**src/rtl/mwt_pkg.sv**
```systemverilog
package mwt_pkg;
  localparam int PAGE_W   = 12;
  localparam int OFF_W    = 14;
  localparam int PG_SHIFT = 12;
  localparam int HOST_W   = PAGE_W + PG_SHIFT;
  localparam int CARD_W   = OFF_W + PG_SHIFT;

  typedef struct packed {
    logic [PAGE_W-1:0] first;
    logic              wide;
    logic [PAGE_W-1:0] last;
    logic              tmr1;
    logic [OFF_W-1:0]  off;
    logic              attr;
  } win_cfg_t;
endpackage

```
**src/rtl/mwt_rst_sync.sv**
```systemverilog
module mwt_rst_sync (
  input  logic clk,
  input  logic rst_n,
  output logic rst_sync_n
);
  logic [1:0] stage_q;

  always_ff @(posedge clk or negedge rst_n) begin
    if (!rst_n) stage_q <= 2'b00;
    else        stage_q <= {stage_q[0], 1'b1};
  end

  assign rst_sync_n = stage_q[1];
endmodule

```
**src/rtl/mwt_window.sv**
```systemverilog
module mwt_window
  import mwt_pkg::*;
#(
  parameter int COARSE_LSBS = 5
) (
  input  win_cfg_t          cfg,
  input  logic              en,
  input  logic              full_dec,
  input  logic [PAGE_W-1:0] host_page,
  output logic              match,
  output logic [OFF_W-1:0]  card_page
);
  localparam logic [PAGE_W-1:0] CMASK = ~PAGE_W'((1 << COARSE_LSBS) - 1);

  logic [PAGE_W-1:0] mask, hp_m, lo_m, hi_m;

  always_comb begin
    mask      = full_dec ? '1 : CMASK;
    hp_m      = host_page & mask;
    lo_m      = cfg.first & mask;
    hi_m      = cfg.last  & mask;
    match     = en && (hp_m >= lo_m) && (hp_m <= hi_m);
    card_page = OFF_W'(host_page) + cfg.off;
  end
endmodule

```
**src/rtl/mwt_pick.sv**
```systemverilog
module mwt_pick #(
  parameter int N = 5
) (
  input  logic [N-1:0] req,
  output logic [N-1:0] grant
);
  always_comb grant = req & (~req + N'(1));
endmodule

```
**src/rtl/mwt_translator.sv**
```systemverilog
module mwt_translator
  import mwt_pkg::*;
#(
  parameter int NWIN        = 5,
  parameter int ADDR_W      = 6,
  parameter int EN_INDEX    = 'h06,
  parameter int FULL_BIT    = 5,
  parameter int WIN_BASE    = 'h10,
  parameter int WIN_STRIDE  = 8,
  parameter int COARSE_LSBS = 5
) (
  input  logic              clk,
  input  logic              rst_n,
  input  logic              reg_we,
  input  logic [ADDR_W-1:0] reg_addr,
  input  logic [7:0]        reg_wdata,
  input  logic [HOST_W-1:0] host_addr,
  output logic              hit,
  output logic [CARD_W-1:0] card_addr,
  output logic              attr_sel,
  output logic              wide16,
  output logic              tmr1_sel
);
  localparam int HI_W = PAGE_W - 8;
  localparam int OH_W = OFF_W - 8;

  logic rst_sync_n;

  mwt_rst_sync u_rst (.clk(clk), .rst_n(rst_n), .rst_sync_n(rst_sync_n));

  win_cfg_t        cfg_q [NWIN];
  win_cfg_t        cfg_d [NWIN];
  logic [NWIN-1:0] en_q, en_d;
  logic            full_q, full_d;

  // next state of the register file
  always_comb begin
    for (int n = 0; n < NWIN; n++) cfg_d[n] = cfg_q[n];
    en_d   = en_q;
    full_d = full_q;
    if (reg_we) begin
      if (reg_addr == ADDR_W'(EN_INDEX)) begin
        en_d   = reg_wdata[NWIN-1:0];
        full_d = reg_wdata[FULL_BIT];
      end
      for (int n = 0; n < NWIN; n++) begin
        if (reg_addr == ADDR_W'(WIN_BASE + WIN_STRIDE*n + 0))
          cfg_d[n].first[7:0] = reg_wdata;
        if (reg_addr == ADDR_W'(WIN_BASE + WIN_STRIDE*n + 1)) begin
          cfg_d[n].first[PAGE_W-1:8] = reg_wdata[HI_W-1:0];
          cfg_d[n].wide              = reg_wdata[7];
        end
        if (reg_addr == ADDR_W'(WIN_BASE + WIN_STRIDE*n + 2))
          cfg_d[n].last[7:0] = reg_wdata;
        if (reg_addr == ADDR_W'(WIN_BASE + WIN_STRIDE*n + 3)) begin
          cfg_d[n].last[PAGE_W-1:8] = reg_wdata[HI_W-1:0];
          cfg_d[n].tmr1             = reg_wdata[6];
        end
        if (reg_addr == ADDR_W'(WIN_BASE + WIN_STRIDE*n + 4))
          cfg_d[n].off[7:0] = reg_wdata;
        if (reg_addr == ADDR_W'(WIN_BASE + WIN_STRIDE*n + 5)) begin
          cfg_d[n].off[OFF_W-1:8] = reg_wdata[OH_W-1:0];
          cfg_d[n].attr           = reg_wdata[6];
        end
      end
    end
  end

  // register process, write strobe as clock enable
  always_ff @(posedge clk or negedge rst_sync_n) begin
    if (!rst_sync_n) begin
      for (int n = 0; n < NWIN; n++) cfg_q[n] <= '0;
      en_q   <= '0;
      full_q <= 1'b0;
    end else if (reg_we) begin
      for (int n = 0; n < NWIN; n++) cfg_q[n] <= cfg_d[n];
      en_q   <= en_d;
      full_q <= full_d;
    end
  end

  // per-window compare and sum
  logic [PAGE_W-1:0] host_page;
  logic [NWIN-1:0]   match;
  logic [OFF_W-1:0]  cpage [NWIN];
  logic [NWIN-1:0]   grant;

  assign host_page = host_addr[HOST_W-1:PG_SHIFT];

  for (genvar g = 0; g < NWIN; g++) begin : g_win
    mwt_window #(.COARSE_LSBS(COARSE_LSBS)) u_win (
      .cfg       (cfg_q[g]),
      .en        (en_q[g]),
      .full_dec  (full_q),
      .host_page (host_page),
      .match     (match[g]),
      .card_page (cpage[g])
    );
  end

  mwt_pick #(.N(NWIN)) u_pick (.req(match), .grant(grant));

  // one-hot AND-OR output select
  logic [OFF_W-1:0] sel_page;

  always_comb begin
    sel_page = '0;
    attr_sel = 1'b0;
    wide16   = 1'b0;
    tmr1_sel = 1'b0;
    for (int n = 0; n < NWIN; n++) begin
      sel_page = sel_page | (cpage[n] & {OFF_W{grant[n]}});
      attr_sel = attr_sel | (cfg_q[n].attr & grant[n]);
      wide16   = wide16   | (cfg_q[n].wide & grant[n]);
      tmr1_sel = tmr1_sel | (cfg_q[n].tmr1 & grant[n]);
    end
    hit       = |grant;
    card_addr = hit ? {sel_page, host_addr[PG_SHIFT-1:0]} : '0;
  end
endmodule

```
**config.mk**
```make
export PLATFORM = sky130hd
export DESIGN_NAME = mwt_translator
export DESIGN_NICKNAME = d
export VERILOG_FILES = /design/src/rtl/mwt_pkg.sv /design/src/rtl/mwt_rst_sync.sv /design/src/rtl/mwt_window.sv /design/src/rtl/mwt_pick.sv /design/src/rtl/mwt_translator.sv
export SDC_FILE = /design/constraint.sdc
export NUM_CORES = 1
export LEC_CHECK = 0
export ABC_CLOCK_PERIOD_IN_PS = 6360
export BUFFER_PORTS_ARGS = -buffer_cell sky130_fd_sc_hd__buf_4
export CAP_MARGIN = 10
export CELL_PAD_IN_SITES_DETAIL_PLACEMENT = 0
export CELL_PAD_IN_SITES_GLOBAL_PLACEMENT = 1
export CORE_MARGIN = 5
export CORE_UTILIZATION = 25
export CTS_BUF_LIST = sky130_fd_sc_hd__clkbuf_8
export DETAILED_ROUTE_END_ITERATION = 8
export GPL_TIMING_DRIVEN = 0
export PLACE_DENSITY = 0.58
export SLEW_MARGIN = 25
export SYNTH_ARGS = -nofsm -noshare
export SYNTH_HDL_FRONTEND = slang
export SYNTH_HIERARCHICAL = 1
export SYNTH_SLANG_ARGS = --single-unit
```
**constraint.sdc**
```tcl
create_clock -name clk -period 6.36 [get_ports clk]
set_input_delay 1.272 -clock clk [delete_from_list [all_inputs] [get_ports clk]]
set_output_delay 1.272 -clock clk [all_outputs]
set_load 0.01 [all_outputs]
```
### Word level (Yosys, flattened, before mapping)

Index checks and enable logic that the tools add are counted.

| storage, ports and cells | value |
|---|---|
| flip-flop bits (word level) | 213 |
| bits in latches | 0 |
| memory bits (writable) | 0 |
| memory bits (read-only) | 0 |
| input port bits | 41 |
| word-level logic and storage cells | 188 |
| memories kept | 0 |

| operators by class | value |
|---|---|
| add/subtract/negate cells | 6 |
| multiply operators | 0 |
| divide/modulo/power cells | 0 |
| magnitude comparators | 10 |
| equality and inequality tests | 31 |
| shifts and indexed selects | 0 |
| muxes and demuxes | 2 |
| bitwise logic cells | 49 |
| reduce and logical (&&, ||, !) cells | 42 |

Operators by type and width:

| operator | number |
|---|---|
| 12-bit bitwise AND | 11 |
| 6-bit equality test, second input constant | 18 |
| 6-bit by 5-bit equality test with 1-bit output, second input constant | 12 |
| 12-bit by 14-bit adder with 14-bit output | 5 |
| 14-bit bitwise AND | 5 |
| 2-bit AND reduction | 31 |
| 12-bit >= comparator | 5 |
| 12-bit less-or-equal comparator | 5 |
| 14-bit bitwise OR | 4 |
| 26-bit two-way mux | 1 |
| 1-bit bitwise AND | 15 |
| 1-bit bitwise OR | 12 |
| 1-bit logical AND | 10 |
| 6-bit by 3-bit equality test with 1-bit output, second input constant | 1 |
| 5-bit by 1-bit adder with 5-bit output, second input constant | 1 |
| 5-bit bitwise AND | 1 |
| 5-bit two-way mux | 1 |
| 5-bit inverter | 1 |
| 5-bit OR reduction | 1 |

### Depth between registers and ports, before layout

| depth | value |
|---|---|
| depth in word-level cells | 14 |
| gate-level depth with buffers | 15 |

### By module

The synthesis kept the hierarchy.

Modules (own cells, without submodules):

| module | times used | cells each | area each (µm²) | sequential area each (µm²) |
|---|---|---|---|---|
| mwt_translator | 1 | 579 | 8644.5 | 5280.1 |
| mwt_window (g_win[1].u_win ...) | 3 | 169 | 1292.5 | 0.0 |
| mwt_window (g_win[4].u_win) | 1 | 171 | 1291.2 | 0.0 |
| mwt_window (g_win[0].u_win) | 1 | 175 | 1287.5 | 0.0 |
| mwt_pick | 1 | 6 | 55.1 | 0.0 |
| mwt_rst_sync | 1 | 3 | 53.8 | 50.0 |

### Worst setup path before layout

Ideal clock, no wire load.

| timing path | value |
|---|---|
| path type | input-to-output |
| start | input port host_addr[15] |
| end | output port card_addr[1] |
| arrival | 4285 ps |
| setup slack | 803 ps |
| cell stages on the path | 13 |
| path through | and2_1 -> ha_1 -> nor2_1 -> or4_1 -> o21ai_1 -> a21oi_1 -> nor4_1 -> nor4_2 -> clkbuf_1 -> or4_1 -> nor2_1 -> buf_2 -> nor2b_1 |

| between the ends | value |
|---|---|
| word-level cells in the longest chain between the ends | 9 |
| elaborated cells on any way between the ends | 26 |
| classes of those cells | add/sub (1); order compare (10); mux (1); bitwise (3); reduce/logical (11) |

RTL lines:

| item | RTL line | text |
|---|---|---|
| from (decl) | mwt_translator.sv:17 | `input logic [HOST_W-1:0] host_addr,` |
| 12-bit bitwise AND * | mwt_window.sv:19 | `hp_m = host_page & mask;` |
| 12-bit >= comparator | mwt_window.sv:22 | `match = en && (hp_m >= lo_m) && (hp_m <= hi_m);` |
| 1-bit logical AND | mwt_window.sv:22 |  |
| 1-bit logical AND * | mwt_window.sv:22 |  |
| net match[0] | mwt_translator.sv:84 | `logic [NWIN-1:0] match;` |
| 5-bit inverter * | mwt_pick.sv:7 | `always_comb grant = req & (~req + N'(1));` |
| 5-bit by 1-bit adder with 5-bit output * | mwt_pick.sv:7 |  |
| 5-bit bitwise AND * | mwt_pick.sv:7 |  |
| net grant[4] | mwt_translator.sv:86 | `logic [NWIN-1:0] grant;` |
| 5-bit OR reduction * | mwt_translator.sv:117 | `hit = \|grant;` |
| 26-bit two-way mux * | mwt_translator.sv:118 | `card_addr = hit ? {sel_page, host_addr[PG_SHIFT-1:0]} : '0;` |
| to (decl) | mwt_translator.sv:19 | `output logic [CARD_W-1:0] card_addr,` |

The timed path passes the listed nets; every way through them passes the cells marked *.

### Final worst setup path

| timing path | value |
|---|---|
| start | input port host_addr[12] |
| end | output port card_addr[18] |

| between the ends | value |
|---|---|
| elaborated cells on any way between the ends | 40 |
| classes of those cells | add/sub (6); order compare (10); mux (1); bitwise (12); reduce/logical (11) |

RTL lines:

| item | RTL line | text |
|---|---|---|
| 12-bit bitwise AND * | mwt_window.sv:19 |  |
| 12-bit >= comparator | mwt_window.sv:22 |  |
| 1-bit logical AND | mwt_window.sv:22 |  |
| 1-bit logical AND * | mwt_window.sv:22 |  |
| net match[0] | mwt_translator.sv:84 |  |
| 5-bit inverter * | mwt_pick.sv:7 |  |
| 5-bit by 1-bit adder with 5-bit output * | mwt_pick.sv:7 |  |
| 5-bit bitwise AND * | mwt_pick.sv:7 |  |
| net grant[3] | mwt_translator.sv:86 |  |
| 14-bit bitwise AND | mwt_translator.sv:112 | `sel_page = sel_page \| (cpage[n] & {OFF_W{grant[n]}});` |
| 14-bit bitwise OR (2 in a row) | mwt_translator.sv:112 |  |
| 26-bit two-way mux * | mwt_translator.sv:118 |  |

Marked as above.

==> qor.txt <==
Core region area = 0.0604 mm²
Most frequent cells in the layout = 211 x dfrtp_1, 206 x mux2_2, 180 x ha_1
Die area = 0.0659 mm²
R2R setup slack = 5.16 ns
CTS Buf Count = 42
Die H = 257 µm
DRC errors left = 0
Clock tree root buffer cell = clkbuf_8
Placement row count = 90
Vias in the first global route = 11600
Leakage power = 8.27 nW
Measured slew at the worst slew-check pin = 1.07 ns
Multi-input logic area = 0.00933 mm²
Critical path class = in2out
Via/cell ratio = 4.91
CTS max path bufs = 3
CP Max Fanout = 10
Yosys cell types = 73
Tmin final = 6.12 ns
CTS H-tree lvls = 2
FFs w/ async S/R, synth = 100%
PortBufs = 69
Synthesis-stage register bit count = 213
Post-synth EDFFs = 0
Slew headroom = 28.4%
Syn Nets = 1667
Post-Synthesis Cell Area = 0.0152 mm²
Post-Route WL = 48.6 mm
Post-layout net count = 1788
Wire per inst = 20.5 µm
TritonCTS clock tree = yes
Hpwl dp = 33.8 mm
Endpoint arrival time on the critical path = 4.85 ns
Worst hold path class = reg2async
Reg clk slew, reported paths = 0.06 ns
Setup crit end kind = output pin
Final Skew = 0.0188 ns
Final Power = 4.44 mW
Fmax achieved = 163 MHz
Avg Inst Size Synth = 10.6 µm²
Max-cap violations = 0
Total gr overflow = 0
Final Setup Violations = 0
Worst r2r path cells = 2
Fill count = 6315
Pwr per Cell Area = 250 mW/mm²
Worst hold slack = 0.211 ns
CP required = 5.09 ns
CTS sink count = 213
Vias post-DR = 11600
Status = complete, no violations
Gpl congestion = 0.848
Non-filler cells in the finished layout = 2370
Starting Density = 25.2%
Post-route ant nets = 0
RSZ-0062 raised after global routing = false
Inst Count DP = 2297
Yosys warns = 6
Area Growth Syn to Fin = 16.6%
Sequential share of the synthesized area = 35.0%
Most common cell after layout, fill and taps aside = dfrtp_1
Final period utilization = 96.3%
Total GRT Usage = 14.3%
CP Launch Type = input port
FF/Latch Area = 0.00534 mm²
Max VDD drop = 0.109 mV
Die Span X = 257 µm
DRT Pass-1 Iters = 6
Prevailing post-synth register cell = dfrtp_1
Syn Inst Count = 1441
Initial DRC count = 675
Final hold violations = 0
Layout cells sized above 1 = 27.0%
Ports = 71
Clock Latency Late Sink = 0.58 ns
Antenna violations before repair = 6
Pin count of the biggest net entering global routing = 50
First-pass GRT wire length = 72.0 mm
Max-slew violations = 0
what timing repair did:
item	CTS	global route
hold buffers	0	0
buffers inserted	0	3
gates resized for setup	4	7
pin swaps	1	1
setup endpoints to repair	30	25
cell type report:
type	instances	share of cell area [%]
Multi-Input combinational cell	1091	52.6
Buffer	52	1.53
Sequential cell	213	30.1
Timing Repair Buffer	77	3.74
Antenna cell	1	0.0141
Inverter	85	1.80
Tap cell	782	5.52
Clock inverter	16	0.558
Clock buffer	53	4.11
state kept, by name, indices dropped and copies added, names as in the netlist:
signal	cells
full_q	1
u_rst/stage_q	2
en_q	5
cfg_q	205
synth_stat cells, drive strengths merged (6+ instances only):
master   number  area (µm²)
a2111oi       6         146
a211o        17         155
a211oi        8        85.1
a21o         32         241
a21oi        71         400
a221oi        7        61.3
a222oi       17         170
a22oi        22         165
a31oi         7        43.8
and2         34         213
and4          8        82.6
buf          15         119
clkbuf       37         139
dfrtp       213        5330
ha          180        2250
inv          85         319
mux2        211        2380
nand2       132         508
nand2b       12        82.6
nand3        19        95.1
nand4        22         144
nor2         64         240
nor2b        28         213
nor3         17         106
o2111ai       9        78.8
o211ai       18         135
o21a          7        52.6
o21ai        32         160
xnor2        25         219
xor2         20         175
routing by layer:
metal / vias to the layer above / global-route usage [%] / part of all wire [%]
met5: - / 0 / 0
met4: 0 / 3.28 / 1.9
met3: 54 / 2.41 / 5.3
met2: 282 / 22.5 / 44
met1: 5738 / 20.5 / 49
li1: 5564 / - / -
worst paths after layout:
| kind | start | end |
|---|---|---|
| min reg2reg | u_rst/stage_q[1] | cfg_q[147] |
| min | u_rst/stage_q[1] | cfg_q[147] |
| max | host_addr[12] | card_addr[18] |
| min in group clk | u_rst/stage_q[0] | u_rst/stage_q[1] |
| max reg2reg | full_q | full_q |
| max in group asynchronous | u_rst/stage_q[1] | cfg_q[17] |
worst max-delay path: stages:
cell and delay (ns):
buf_4 0.23, nand2_1 0.12, ha_1 0.29, nand2b_1 0.15
a2111oi_1 0.43, o21ai_1 0.12, a21oi_1 0.26, nor4_4 0.08
buf_4 0.18, nor4b_2 0.20, clkbuf_1 0.53, clkbuf_1 0.44
a22oi_1 0.17, nand2_1 0.19, buf_4 0.16
cell families (layout without fill, tap and decap cells):
logic type	count (synthesis)	after routing	share of synthesized area (%)
simple gates	368	368	13.1
compound gates	280	280	14.3
flops	213	213	35.0
mux	212	212	15.7
fa+ha+maj	185	185	15.5
buf+inv	137	283	3.79
xor+xnor	45	45	2.59
other cells	1	2	0.0247
where the power goes:
part | switching [mW] | total [mW] | internal, mW | leakage (nW)
registers | 0.111 | 1.65 | 1.54 | 2.82
logic | 0.759 | 1.38 | 0.619 | 4.98
clock network | 0.630 | 1.41 | 0.783 | 0.469
through the flow:
step / util, % / setup slack (ns) / setup TNS [ns] / instance area, µm²
floorplan: - / 0.803 / 0 / 15200
global placement: 27.7 / -0.597 / -12.42 / 16700
detailed placement: 27.9 / -0.213 / -2.36 / 16800
CTS: 29.3 / 0.0398 / 0 / 17700
global route: 29.4 / 0.00621 / 0 / 17700
finish: 29.4 / 0.235 / 0 / 17700
(Power assumes the default switching activity.)
